[src/rtl/usb_irq_pkg.sv]
package usb_irq_pkg;
  localparam int unsigned REG_AW      = 8;
  localparam int unsigned DW          = 32;
  localparam int unsigned EP_N        = 16;
  localparam int unsigned CORE_N      = 9;
  localparam int unsigned OTG_DIS_BIT = 21;
  localparam int unsigned ID_BIT      = 8;

  localparam logic [REG_AW-1:0] A_REV      = 8'h00;
  localparam logic [REG_AW-1:0] A_CTL      = 8'h14;
  localparam logic [REG_AW-1:0] A_STAT     = 8'h18;
  localparam logic [REG_AW-1:0] A_EOI      = 8'h24;
  localparam logic [REG_AW-1:0] A_EP_STS   = 8'h30;
  localparam logic [REG_AW-1:0] A_CORE_STS = 8'h34;
  localparam logic [REG_AW-1:0] A_EP_SET   = 8'h38;
  localparam logic [REG_AW-1:0] A_CORE_SET = 8'h3C;
  localparam logic [REG_AW-1:0] A_EP_CLR   = 8'h40;
  localparam logic [REG_AW-1:0] A_CORE_CLR = 8'h44;
  localparam logic [REG_AW-1:0] A_PHY      = 8'hE0;
  localparam logic [REG_AW-1:0] A_MODE     = 8'hE8;

  // receive endpoint 0 does not exist: bit EP_N stays unimplemented
  localparam logic [2*EP_N-1:0] EP_IMPL = ~((2*EP_N)'(1) << EP_N);

  function automatic logic [2*EP_N-1:0] ep_word(input logic [EP_N-1:0] tx,
                                                input logic [EP_N-1:0] rx);
    return {rx, tx} & EP_IMPL;
  endfunction

  function automatic logic [DW-1:0] bit_at(input logic v, input int unsigned pos);
    return DW'(v) << pos;
  endfunction
endpackage

[src/rtl/usb_evt_bank.sv]
module usb_evt_bank #(
  parameter int unsigned W    = 9,
  parameter logic [W-1:0] IMPL = '1
) (
  input  logic         clk,
  input  logic         rst_n,
  input  logic [W-1:0] evt_i,
  input  logic [W-1:0] wdata_i,
  input  logic         sts_clr_i,
  input  logic         en_set_i,
  input  logic         en_clr_i,
  output logic [W-1:0] sts_o,
  output logic [W-1:0] en_o,
  output logic         hit_o
);
  logic [W-1:0] sts_q, en_q, clr_mask;

  assign clr_mask = sts_clr_i ? wdata_i : '0;

  always_ff @(posedge clk) begin
    if (!rst_n) begin
      sts_q <= '0;
      en_q  <= '0;
    end else begin
      // new events win over a simultaneous clear
      sts_q <= ((sts_q & ~clr_mask) | evt_i) & IMPL;
      if (en_set_i)      en_q <= (en_q | wdata_i) & IMPL;
      else if (en_clr_i) en_q <= en_q & ~wdata_i;
    end
  end

  assign sts_o = sts_q;
  assign en_o  = en_q;
  assign hit_o = |(sts_q & en_q);
endmodule

[src/rtl/usb_irq_gate.sv]
module usb_irq_gate (
  input  logic clk,
  input  logic rst_n,
  input  logic pend_i,
  input  logic eoi_i,
  output logic irq_o,
  output logic armed_o
);
  logic armed_q, irq_q, fire;

  assign fire = armed_q & pend_i;

  always_ff @(posedge clk) begin
    if (!rst_n) begin
      armed_q <= 1'b1;
      irq_q   <= 1'b0;
    end else begin
      if (eoi_i)     armed_q <= 1'b1;
      else if (fire) armed_q <= 1'b0;
      if (fire)         irq_q <= 1'b1;
      else if (!pend_i) irq_q <= 1'b0;
    end
  end

  assign irq_o   = irq_q;
  assign armed_o = armed_q;
endmodule

[src/rtl/usb_irq_wrap.sv]
module usb_irq_wrap
  import usb_irq_pkg::*;
#(
  parameter logic [31:0] REV_ID = 32'h5542_0107
) (
  input  logic        clk,
  input  logic        rst_n,
  input  logic [15:0] tx_evt_i,
  input  logic [15:0] rx_evt_i,
  input  logic [8:0]  core_evt_i,
  input  logic        vbus_drv_i,
  input  logic        id_i,
  input  logic [7:0]  bus_addr_i,
  input  logic        bus_we_i,
  input  logic [31:0] bus_wdata_i,
  output logic [31:0] bus_rdata_o,
  output logic        irq_o,
  output logic        core_rst_o,
  output logic        otg_dis_o
);
  localparam int unsigned EPW = 2 * EP_N;

  logic            wr_ctl, eoi_wr, ep_clr_wr;
  logic [EPW-1:0]  ep_evt, ep_sts, ep_en;
  logic [CORE_N-1:0] core_sts, core_en;
  logic            ep_hit, core_hit, pending, armed;
  logic            rst_q, otg_q;

  assign wr_ctl    = bus_we_i && (bus_addr_i == A_CTL);
  assign eoi_wr    = bus_we_i && (bus_addr_i == A_EOI);
  assign ep_clr_wr = bus_we_i && (bus_addr_i == A_EP_CLR);
  assign ep_evt    = ep_word(tx_evt_i, rx_evt_i);

  usb_evt_bank #(.W(EPW), .IMPL(EP_IMPL)) u_ep (
    .clk(clk), .rst_n(rst_n), .evt_i(ep_evt), .wdata_i(bus_wdata_i[EPW-1:0]),
    .sts_clr_i(bus_we_i && (bus_addr_i == A_EP_STS)),
    .en_set_i(bus_we_i && (bus_addr_i == A_EP_SET)),
    .en_clr_i(ep_clr_wr),
    .sts_o(ep_sts), .en_o(ep_en), .hit_o(ep_hit)
  );

  usb_evt_bank #(.W(CORE_N), .IMPL('1)) u_core (
    .clk(clk), .rst_n(rst_n), .evt_i(core_evt_i), .wdata_i(bus_wdata_i[CORE_N-1:0]),
    .sts_clr_i(bus_we_i && (bus_addr_i == A_CORE_STS)),
    .en_set_i(bus_we_i && (bus_addr_i == A_CORE_SET)),
    .en_clr_i(bus_we_i && (bus_addr_i == A_CORE_CLR)),
    .sts_o(core_sts), .en_o(core_en), .hit_o(core_hit)
  );

  assign pending = ep_hit | core_hit;

  usb_irq_gate u_gate (
    .clk(clk), .rst_n(rst_n), .pend_i(pending), .eoi_i(eoi_wr),
    .irq_o(irq_o), .armed_o(armed)
  );

  always_ff @(posedge clk) begin
    if (!rst_n) begin
      rst_q <= 1'b0;
      otg_q <= 1'b1;
    end else begin
      rst_q <= wr_ctl & bus_wdata_i[0];
      if (bus_we_i && (bus_addr_i == A_PHY)) otg_q <= bus_wdata_i[OTG_DIS_BIT];
    end
  end

  assign core_rst_o = rst_q;
  assign otg_dis_o  = otg_q;

  always_comb begin
    bus_rdata_o = '0;
    case (bus_addr_i)
      A_REV:                  bus_rdata_o = REV_ID;
      A_CTL:                  bus_rdata_o = bit_at(rst_q, 0);
      A_STAT:                 bus_rdata_o = bit_at(vbus_drv_i, 0);
      A_EP_STS:               bus_rdata_o = DW'(ep_sts);
      A_CORE_STS:             bus_rdata_o = DW'(core_sts);
      A_EP_SET, A_EP_CLR:     bus_rdata_o = DW'(ep_en);
      A_CORE_SET, A_CORE_CLR: bus_rdata_o = DW'(core_en);
      A_PHY:                  bus_rdata_o = bit_at(otg_q, OTG_DIS_BIT);
      A_MODE:                 bus_rdata_o = bit_at(id_i, ID_BIT);
      default:                bus_rdata_o = '0;
    endcase
  end
endmodule

[config.mk]
export PLATFORM = sky130hd
export DESIGN_NAME = usb_irq_wrap
export DESIGN_NICKNAME = d
export VERILOG_FILES = /design/src/rtl/usb_irq_pkg.sv /design/src/rtl/usb_evt_bank.sv /design/src/rtl/usb_irq_gate.sv /design/src/rtl/usb_irq_wrap.sv
export SDC_FILE = /design/constraint.sdc
export NUM_CORES = 1
export LEC_CHECK = 0
export ABC_CLOCK_PERIOD_IN_PS = 2600
export BUFFER_PORTS_ARGS = -buffer_cell sky130_fd_sc_hd__buf_2
export CAP_MARGIN = 10
export CORE_MARGIN = 5
export CORE_UTILIZATION = 50
export CTS_CLUSTER_SIZE = 10
export DETAILED_ROUTE_END_ITERATION = 10
export PLACE_DENSITY = 0.77
export SYNTH_ARGS = -nofsm -noshare
export SYNTH_HDL_FRONTEND = slang
export SYNTH_HIERARCHICAL = 1
export SYNTH_SLANG_ARGS = --single-unit
[constraint.sdc]
create_clock -name clk -period 2.6 [get_ports clk]
set_clock_uncertainty 0.05 [all_clocks]
set_input_delay 0.26 -clock clk [delete_from_list [all_inputs] [get_ports clk]]
set_output_delay 0.26 -clock clk [all_outputs]
set_load 0.005 [all_outputs]
# == After elaboration in Yosys (flattened, before gate mapping) ==
# Index checks and enable logic that the tools add are counted.
# classes
n_reduce_logical,18
mux,9
bitwise,18
n_eq_ne,12
# ops
cell,count
$pmux 32 s9,1
$and 32x32->32,3
$mux 32,3
$not 32->32,2
$or 32x32->32,2
$eq 8x6->1 const B,5
$reduce_or 32->1,1
$and 9x9->9,3
$mux 9,3
$not 9->9,2
$or 9x9->9,2
$eq 8x5->1 const B,2
$eq 8x7->1 const B,2
$eq 8x8->1 const B,2
$logic_and 1x1->1,9
$reduce_or 9->1,1
$logic_not 8->1,1
$reduce_or 2->1,4
$reduce_bool 2->1,2
$and 1x1->1,2
$mux 1,2
$ne 2x2->1 const B,1
$not 1->1,1
$or 1x1->1,1
# word_totals
inputBits,86
regBits,86
elab_cells,67

# == Logic depth before layout (Yosys ltp) ==
# Gate-level depths: netlist of run 1.
# depth
ltp_word,6
mapped_depth,8
ltp_nobuf,7

# == Modules after synthesis ==
# Netlist of run 1, hierarchy kept.
# modules_own_cells
mod,area_each_um2,cells_each,instances
usb_evt_bank at u_ep,2506.2,289,1
usb_irq_wrap,927.1,120,1
usb_evt_bank at u_core,719.4,81,1
usb_irq_gate,63.8,5,1

# == Worst setup path before layout of run 1 ==
# OpenSTA, ideal clock, no wires.
# synth_path
kind,input-to-reg
start,input bus_addr_i[5]
end,"register u_ep.en_q[10], in the netlist u_ep/en_o[10]"
setup_ps,118
required_ps,2432
path_stages,7
path_buffers,2
setup_slack_ps,717
arrival_ps,1715
cell_sequence,buf_2 -> or4b_1 -> nor2_1 -> clkbuf_1 -> nand2_1 -> a22oi_1 -> nor2b_1
# synth_between
elab_chain_len,3
# synth_lines
element,line_no,source
"start, declared",usb_irq_wrap.sv:13,"input logic [7:0] bus_addr_i,"
$eq 8x7->1,usb_irq_wrap.sv:31,assign ep_clr_wr = bus_we_i && (bus_addr_i == A_EP_CLR);
$logic_and 1x1->1,usb_irq_wrap.sv:31,
net ep_clr_wr,usb_irq_wrap.sv:23,"logic wr_ctl, eoi_wr, ep_clr_wr;"
$reduce_bool 2->1 (no source line),-,
"end signal, assigned",usb_evt_bank.sv:27,if (en_set_i) en_q <= (en_q | wdata_i) & IMPL;
"end signal, assigned",usb_evt_bank.sv:28,else if (en_clr_i) en_q <= en_q & ~wdata_i;
"end, declared",usb_evt_bank.sv:16,"logic [W-1:0] sts_q, en_q, clr_mask;"
# The timed path passes the listed nets, and every way through them passes these cells.
# A chain may end at the register's enable or synchronous reset.

# == Final worst setup path of run 1 ==
# layout_path
start,input bus_addr_i[2]
end,output bus_rdata_o[26]
# layout_between
elab_chain_len,3
# layout_lines
element,line_no,source
$eq 8x6->1 / $eq 8x7->1 (equally long branches),usb_irq_wrap.sv:72,case (bus_addr_i)
$reduce_or 2->1,usb_irq_wrap.sv:72,
$pmux 32 s9 *,usb_irq_wrap.sv:72,
"end, declared",usb_irq_wrap.sv:16,"output logic [31:0] bus_rdata_o,"
# Every way passes the cells marked *; elsewhere a longest branch is shown, timed or not.

==> flow_metrics.env, run 1 <==
export IMPL_crit_path_start_kind="input pin"
export IMPL_clockBufferDepth=2
export IMPL_clockRootBuffer="clkbuf_8"
export IMPL_cts_tree="done"
export IMPL_vias=4186
export IMPL_final_net_count=689
export IMPL_route_detailed_drc=0
export IMPL_hpwl_um=8730
export IMPL_cp_required_ns=2.29
export IMPL_routed_top_layer="met4"
export IMPL_wl_met3_um=1110
export IMPL_met1_length_um=5190
export IMPL_drtAntennaViolNets=0
export IMPL_grtUsageTotal_pct=23.2
export IMPL_rrSetupSlack_ns=0.47
export IMPL_holdCritStartpoint="bus_wdata_i[16]"
export IMPL_routabilityCongestion=0.878
export IMPL_initial_utilization_pct=51.3
export IMPL_antenna_found_initial=0
export IMPL_port_buffers=119
export IMPL_whs_ns=0.0340
export IMPL_holdCritPathClass="input pin to flop"
export IMPL_routed_wl_um=12300
export IMPL_holdPathEnd="u_ep/en_o[16]"
export IMPL_via_per_inst=5.88
export IMPL_powerDensity_nw_per_um2=504
export IMPL_finalHoldViolations=0
export IMPL_clkTransAtPathRegs_ns=0.08
export IMPL_cts_max_level=3
export IMPL_clkLatencyLatePin_ns=0.34
export IMPL_status="completed"
export IMPL_dp_cells=697
export IMPL_met2_wirelength_um=5730
export IMPL_grt_pass1_vias=3969
export IMPL_syn_area_per_cell_um2=8.53
export IMPL_ios=121
export IMPL_cts_setup_buffers=0
export IMPL_finalSetupViolCount=0
export IMPL_yosysWarnings=6
export IMPL_grt_pass1_wl_um=19100
export IMPL_leakage_uw=0.00199
export IMPL_first_iter_violations=341
export IMPL_critical_path_max_fanout=22
export IMPL_synthCells=494
export IMPL_reg2reg_from="u_ep/sts_o[11]"
export IMPL_avgRoutedWirePerCell_um=17.3
export IMPL_clock_sinks=85
export IMPL_first_pass_iters=5
export IMPL_drive_above_1_share_pct=25.4
export IMPL_min_path_cells=2
export IMPL_placed_area_um2=4870
export IMPL_r2r_cells=6
export IMPL_instances_no_fill=712
export IMPL_fin_crit_sh_pct=83.1
export IMPL_netlist_area_um2=4210
export IMPL_die_width_um=102
export IMPL_cts_made_buffers=9
export IMPL_rsz0062_at_grt="false"
export IMPL_endpoint_kind="primary output"
export IMPL_maxSlewViolCount=0
export IMPL_grt_overflow=0
export IMPL_worstPathArrival_ns=1.85
export IMPL_maxSlewHeadroom_pct=53.2
export IMPL_final_util_pct=61.6
export IMPL_final_setup_tns_ns=0
export IMPL_n_antenna_cell=0
export IMPL_vdd_ir_drop_max_mv=0.271
export IMPL_max_freq_mhz=463
export IMPL_worst_pin_slew_ns=0.700
export IMPL_rows=33
export IMPL_drv_cap=0
export IMPL_final_min_clock_period_ns=2.16
export IMPL_critical_path_class="input pin to primary output"
export IMPL_core_um2=8220
export IMPL_cts_resized=0
export IMPL_cts_hold_buffers=0
export IMPL_area_growth_pct=20.1
export IMPL_grt_max_degree=47
export IMPL_final_area_um2=5060
export IMPL_fp_dieH_um=102
export IMPL_syn_nets=580
export IMPL_die_area_um2=10400
export IMPL_timing_rr_end="u_gate/armed_o"
[metrics by stage]
| step | power (uW) | setup slack (ns) |
|---|---|---|
| after floorplan | 1520 | 0.717 |
| after global placement | 1640 | 0.510 |
| after detailed placement | 1650 | 0.469 |
| after CTS | 2560 | 0.467 |
| after global routing | 2650 | 0.394 |
| final | 2550 | 0.439 |
[cells in the final DEF (no fill, tap or decap), types with 3 or more instances in the layout]
cell type  instances
a21oi_1           42
a221o_1           11
a22o_1            20
a22oi_1           53
buf_2            119
buf_4             12
clkbuf_1           3
clkbuf_8          11
dfxtp_1           85
mux2i_1           11
nand2_1           87
nand3_1           11
nand4_1            3
nor2_1            11
nor2b_1           82
o21ai_0            4
[final cells by class]
class | instances | area [um2]
Clock buffer | 14 | 163
Clock inverter | 1 | 30.0
Fill cell | 735 | 3160
Inverter | 1 | 3.75
Multi-Input combinational cell | 375 | 2340
Sequential cell | 85 | 1700
Tap cell | 105 | 131
Timing Repair Buffer | 131 | 686
[power breakdown]
part	switching, uW	leakage, uW	internal, uW
combinational	120	0.00119	108
clock	437	0.0000968	494
sequential	43.6	0.000698	1350
total	600	0.00199	1950
[worst max path at each step]
stage	startpoint	endpoint	slack [ns]	cells past startpoint
after global placement	bus_addr_i[2]	bus_rdata_o[26]	0.51	6
final	bus_addr_i[2]	bus_rdata_o[26]	0.44	6
after detailed placement	bus_addr_i[2]	bus_rdata_o[26]	0.47	6
after CTS	bus_addr_i[2]	bus_rdata_o[26]	0.47	6
after floorplan	bus_addr_i[5]	u_ep/en_o[10]	0.72	7
after global routing	bus_addr_i[2]	bus_rdata_o[26]	0.39	6
[worst max-delay path, cell delays in order]
cell     delay (ns)
buf_2          0.27
or3_1          0.49
nor3_2         0.18
buf_4          0.31
a221o_1        0.22
buf_2          0.12
[metal layers]
| metal | global-route usage, % | up-vias |
|---|---|---|
| li1 | - | 1997 |
| met1 | 30.9 | 1948 |
| met2 | 36.8 | 219 |
| met3 | 4.41 | 22 |
| met4 | 9.92 | 0 |
| met5 | 0 | - |
Note: power is estimated with default switching activity, not from simulation.
==> run 2: changes to the inputs <==
ABC_CLOCK_PERIOD_IN_PS = 2000   (was 2600)
clock period = 2 ns   (was 2.6 ns; I/O delays follow)
==> flow_metrics.env, run 2 (synthesis gave the netlist of run 1 again) <==
export IMPL_final_common_cell="buf_2"
export IMPL_maxSlewViolCount=0
export IMPL_fillCellCount=722
export IMPL_drtAntennaViolNets=0
export IMPL_final_util_pct=63.7
export IMPL_hpwl_um=9330
export IMPL_routabilityCongestion=0.861
export IMPL_die_width_um=102
export IMPL_cts_made_buffers=9
export IMPL_finalWorstSetupSlack_ns=0.108
export IMPL_status="completed"
export IMPL_avgRoutedWirePerCell_um=17.8
export IMPL_placed_area_um2=4980
export IMPL_ios=121
export IMPL_routed_wl_um=12900
export IMPL_final_min_clock_period_ns=1.89
export IMPL_clockRootBuffer="clkbuf_8"
export IMPL_critical_path_max_fanout=13
export IMPL_final_net_count=698
export IMPL_grt_overflow=0
export IMPL_antenna_found_initial=0
export IMPL_powerDensity_nw_per_um2=662
export IMPL_endpoint_kind="primary output"
export IMPL_port_buffers=119
export IMPL_drv_cap=0
export IMPL_grt_pass1_wl_um=20000
export IMPL_fin_crit_sh_pct=94.6
export IMPL_p_sw_share_pct=24.7
export IMPL_final_setup_tns_ns=0
export IMPL_grtUsageTotal_pct=24.4
export IMPL_final_cell_mix="buf_2 (119), nand2_1 (87), dfxtp_1 (83)"
export IMPL_cts_max_level=3
export IMPL_critical_path_class="input pin to primary output"
export IMPL_clkLatencyLatePin_ns=0.36
export IMPL_p_sw_uw=858
export IMPL_clkPwrFrac_pct=38.9
export IMPL_n_antenna_cell=0
export IMPL_core_um2=8220
export IMPL_holdCritPathClass="input pin to flop"
export IMPL_final_area_um2=5230
export IMPL_fp_dieH_um=102
export IMPL_grt_max_degree=47
export IMPL_multiInputGateArea_um2=2350
export IMPL_rows=33
export IMPL_seq_power_share_pct=52.2
export IMPL_comb_power_share_pct=9.0
export IMPL_finalHoldViolations=0
export IMPL_rsz0062_at_grt="true"
export IMPL_initial_utilization_pct=51.3
export IMPL_vias=4285
export IMPL_first_iter_violations=381
export IMPL_area_growth_pct=24.2
export IMPL_seqCellArea_um2=1700
export IMPL_vdd_ir_drop_max_mv=0.372
export IMPL_die_area_um2=10400
export IMPL_route_detailed_drc=0
export IMPL_crit_path_start_kind="input pin"
export IMPL_drive_above_1_share_pct=27.4
export IMPL_first_pass_iters=5
export IMPL_finalSetupViolCount=0
export IMPL_cp_required_ns=1.75
export IMPL_power_uw=3470
export IMPL_max_freq_mhz=529
export IMPL_worstPathArrival_ns=1.64
export IMPL_clkTransAtPathRegs_ns=0.09
export IMPL_cts_tree="done"
export IMPL_place_ws_ns=0.0425
export IMPL_grt_pass1_vias=4108
export IMPL_clock_sinks=85
export IMPL_via_per_inst=5.93
export IMPL_clockBufferDepth=2
export IMPL_p_int_uw=2610
export IMPL_leakage_uw=0.00206
[run 2: power groups by stage]
stage | Combinational [uW] | Clock, uW | Sequential (uW)
2_1_floorplan | 152 | 0 | 1820
5_1_grt | 341 | 1430 | 1820
3_5_place_dp | 304 | 0 | 1850
3_3_place_gp | 295 | 0 | 1840
4_1_cts | 308 | 1360 | 1810
6_report | 310 | 1350 | 1810
[run 2: path summary, 6_finish.rpt]
kind	startpoint	endpoint	slack, ns	cells past startpoint
max	bus_addr_i[5]	bus_rdata_o[0]	0.11	6
min	core_evt_i[7]	u_core/sts_o[7]	0.02	3
max reg2reg	u_ep/sts_o[27]	u_gate/armed_o	0.11	7
min reg2reg	u_ep/en_o[16]	u_ep/en_o[16]	0.40	2
[run 2: worst max-delay path, stage by stage]
cell	delay (ns)
buf_2	0.18
nor4b_4	0.34
a31oi_4	0.08
or4_4	0.47
o211ai_1	0.22
buf_2	0.15
[run 2: what timing repair did]
action | in CTS | in global routing
endpoints found under the hold margin | 1 | 0
setup endpoints to repair | 0 | 2
buffers inserted | 0 | 1
resized for setup | 0 | 4
hold buffers | 1 | 0
[run 2: per-stage QoR]
stage / hold WS [ns] / instances
finish: 0.0159 / 722
global route: 0.0122 / 722
CTS: 0.00855 / 721
detailed placement: 0.343 / 704
global placement: 0.336 / 704
floorplan: 0.212 / 494
[run 2: routing by layer]
| metal | track usage, % | vias up | part of all wire, % |
|---|---|---|---|
| li1 | - | 2023 | - |
| met1 | 32.0 | 2031 | 43 |
| met2 | 39.6 | 211 | 47 |
| met3 | 5.72 | 20 | 8.5 |
| met4 | 7.98 | 0 | 1.9 |
| met5 | 0 | - | 0 |
[run 2: area by class of cell]
cell class,count,share of cell area [%]
clock buffers,9,2.37
clock inverters,7,1.86
inverters,1,0.0717
multi-input cells,375,45.0
flip-flops and latches,85,32.6
well taps,105,2.51
repair buffers,140,15.6
==> run 3: changes to the inputs <==
ABC_AREA = 1   (was unset)
==> flow_metrics.env, run 3 <==
export IMPL_critical_path_max_fanout=8
export IMPL_finalSetupViolCount=0
export IMPL_cts_resized=0
export IMPL_vdd_ir_drop_max_mv=0.370
export IMPL_cts_max_level=3
export IMPL_die_width_um=104
export IMPL_fillCellCount=814
export IMPL_grt_overflow=0
export IMPL_status="completed"
export IMPL_powerDensity_nw_per_um2=630
export IMPL_yosysWarnings=6
export IMPL_avgRoutedWirePerCell_um=14.2
export IMPL_vias=4679
export IMPL_seqCellArea_um2=1700
export IMPL_use_met3_pct=5.47
export IMPL_routed_wl_um=12800
export IMPL_grt_pass1_wl_um=20900
export IMPL_crit_path_top_delay_cell="inv_1"
export IMPL_ios=121
export IMPL_leakage_uw=0.00269
export IMPL_grt_max_degree=40
export IMPL_final_setup_tns_ns=0
export IMPL_placed_area_um2=5030
export IMPL_routabilityCongestion=0.863
export IMPL_antenna_found_initial=0
export IMPL_drv_cap=0
export IMPL_clkTransAtPathRegs_ns=0.08
export IMPL_worstPathArrival_ns=1.42
export IMPL_final_area_um2=5290
export IMPL_critPathBufInv=4
export IMPL_cts_made_buffers=9
export IMPL_maxSlewViolCount=0
export IMPL_initial_utilization_pct=51.0
export IMPL_synthCells=666
export IMPL_max_freq_mhz=598
export IMPL_critical_path_class="input pin to primary output"
export IMPL_final_min_clock_period_ns=1.67
export IMPL_fin_crit_sh_pct=83.6
export IMPL_n_antenna_cell=0
export IMPL_rows=34
export IMPL_port_buffers=119
export IMPL_route_detailed_drc=0
export IMPL_hpwl_um=9280
export IMPL_grt_use_met2_pct=38.4
export IMPL_whs_ns=0.00517
export IMPL_grtUsageTotal_pct=23.2
export IMPL_endpoint_kind="primary output"
export IMPL_multiInputGateArea_um2=2180
export IMPL_crit_path_start_kind="input pin"
export IMPL_first_iter_violations=244
export IMPL_syn_area_per_cell_um2=6.61
export IMPL_first_pass_iters=5
export IMPL_clkLatencyLatePin_ns=0.36
export IMPL_drive_above_1_share_pct=23.5
export IMPL_final_cell_mix="nand2_1 (232), buf_2 (119), dfxtp_1 (85)"
export IMPL_clockBufferDepth=2
export IMPL_syn_nets=752
export IMPL_final_common_cell="nand2_1"
export IMPL_holdCritPathClass="input pin to flop"
export IMPL_busiest_layer="met2"
export IMPL_power_uw=3330
export IMPL_cts_setup_buffers=0
export IMPL_finalHoldViolations=0
export IMPL_die_area_um2=10800
export IMPL_drtAntennaViolNets=0
export IMPL_via_per_inst=5.20
export IMPL_cts_tree="done"
export IMPL_fp_dieH_um=104
export IMPL_met1_usage_pct=28.9
export IMPL_rsz0062_at_grt="false"
export IMPL_clockRootBuffer="clkbuf_8"
export IMPL_cp_top_family="simple AND/OR/NAND/NOR gates"
export IMPL_crit_chain="buf_2, inv_2, nand2_2, nor2_8, nand2_1, inv_1, nand2_1, nand4_2, buf_2"
export IMPL_netlist_area_um2=4400
export IMPL_grt_pass1_vias=4614
export IMPL_core_um2=8640
export IMPL_clock_sinks=85
export IMPL_cp_required_ns=1.75
export IMPL_slowest_delay_ns=0.25
export IMPL_final_net_count=873
export IMPL_area_growth_pct=20.1
-- run 3: area by class of cell --
cell class / instances / area share (%)
Tap cell: 108 / 2.56
Multi-Input combinational cell: 473 / 41.2
Timing Repair Buffer: 135 / 14.3
Inverter: 83 / 5.99
Clock inverter: 5 / 1.11
Sequential cell: 85 / 32.2
Clock buffer: 11 / 2.68
-- run 3: final timing paths --
kind / startpoint / end / slack [ns] / cells past startpoint
setup / recovery: bus_addr_i[7] / bus_rdata_o[3] / 0.33 / 9
hold / removal: core_evt_i[0] / u_core/sts_o[0] / 0.005 / 3
hold reg to reg: u_ep/en_o[16] / u_ep/en_o[16] / 0.39 / 2
setup reg to reg: u_ep/sts_o[7] / u_gate/armed_o / 0.65 / 10
-- run 3: report_power, final --
group	internal [uW]	switching, uW	leakage, uW
registers	1750	42.4	0.000698
clock network	614	635	0.0000959
logic	121	168	0.00189
-- run 3: layer usage --
metal  vias to the layer above  wire length (um)
met5                         -                 0
met1                      2115              5280
met4                         0               266
li1                       2335                 -
met3                        28              1140
met2                       201              6080
-- run 3: worst register-to-register path: stages (launching register included) --
cell and delay, ns:
dfxtp_1 0.33, nand2_1 0.08, nand2_1 0.08, nor2_1 0.10, nand2_1 0.06, nor2_1 0.11
nand2_1 0.06, or2_2 0.29, inv_1 0.06, nand2_1 0.04, nand2_1 0.05
-- run 3: repair_timing --
item / CTS / global route
setup endpoints to repair: 0 / 0
hold buffers: 5 / 0
endpoints found under the hold margin: 5 / 0
-- run 3: per-stage QoR --
step / cells / worst slack, ns / utilization (%)
after floorplan: 666 / 0.679 / -
after global placement: 879 / 0.352 / 58.3
after detailed placement: 879 / 0.304 / 58.3
after CTS: 900 / 0.330 / 61.2
after global routing: 900 / 0.223 / 61.2
final: 900 / 0.328 / 61.2
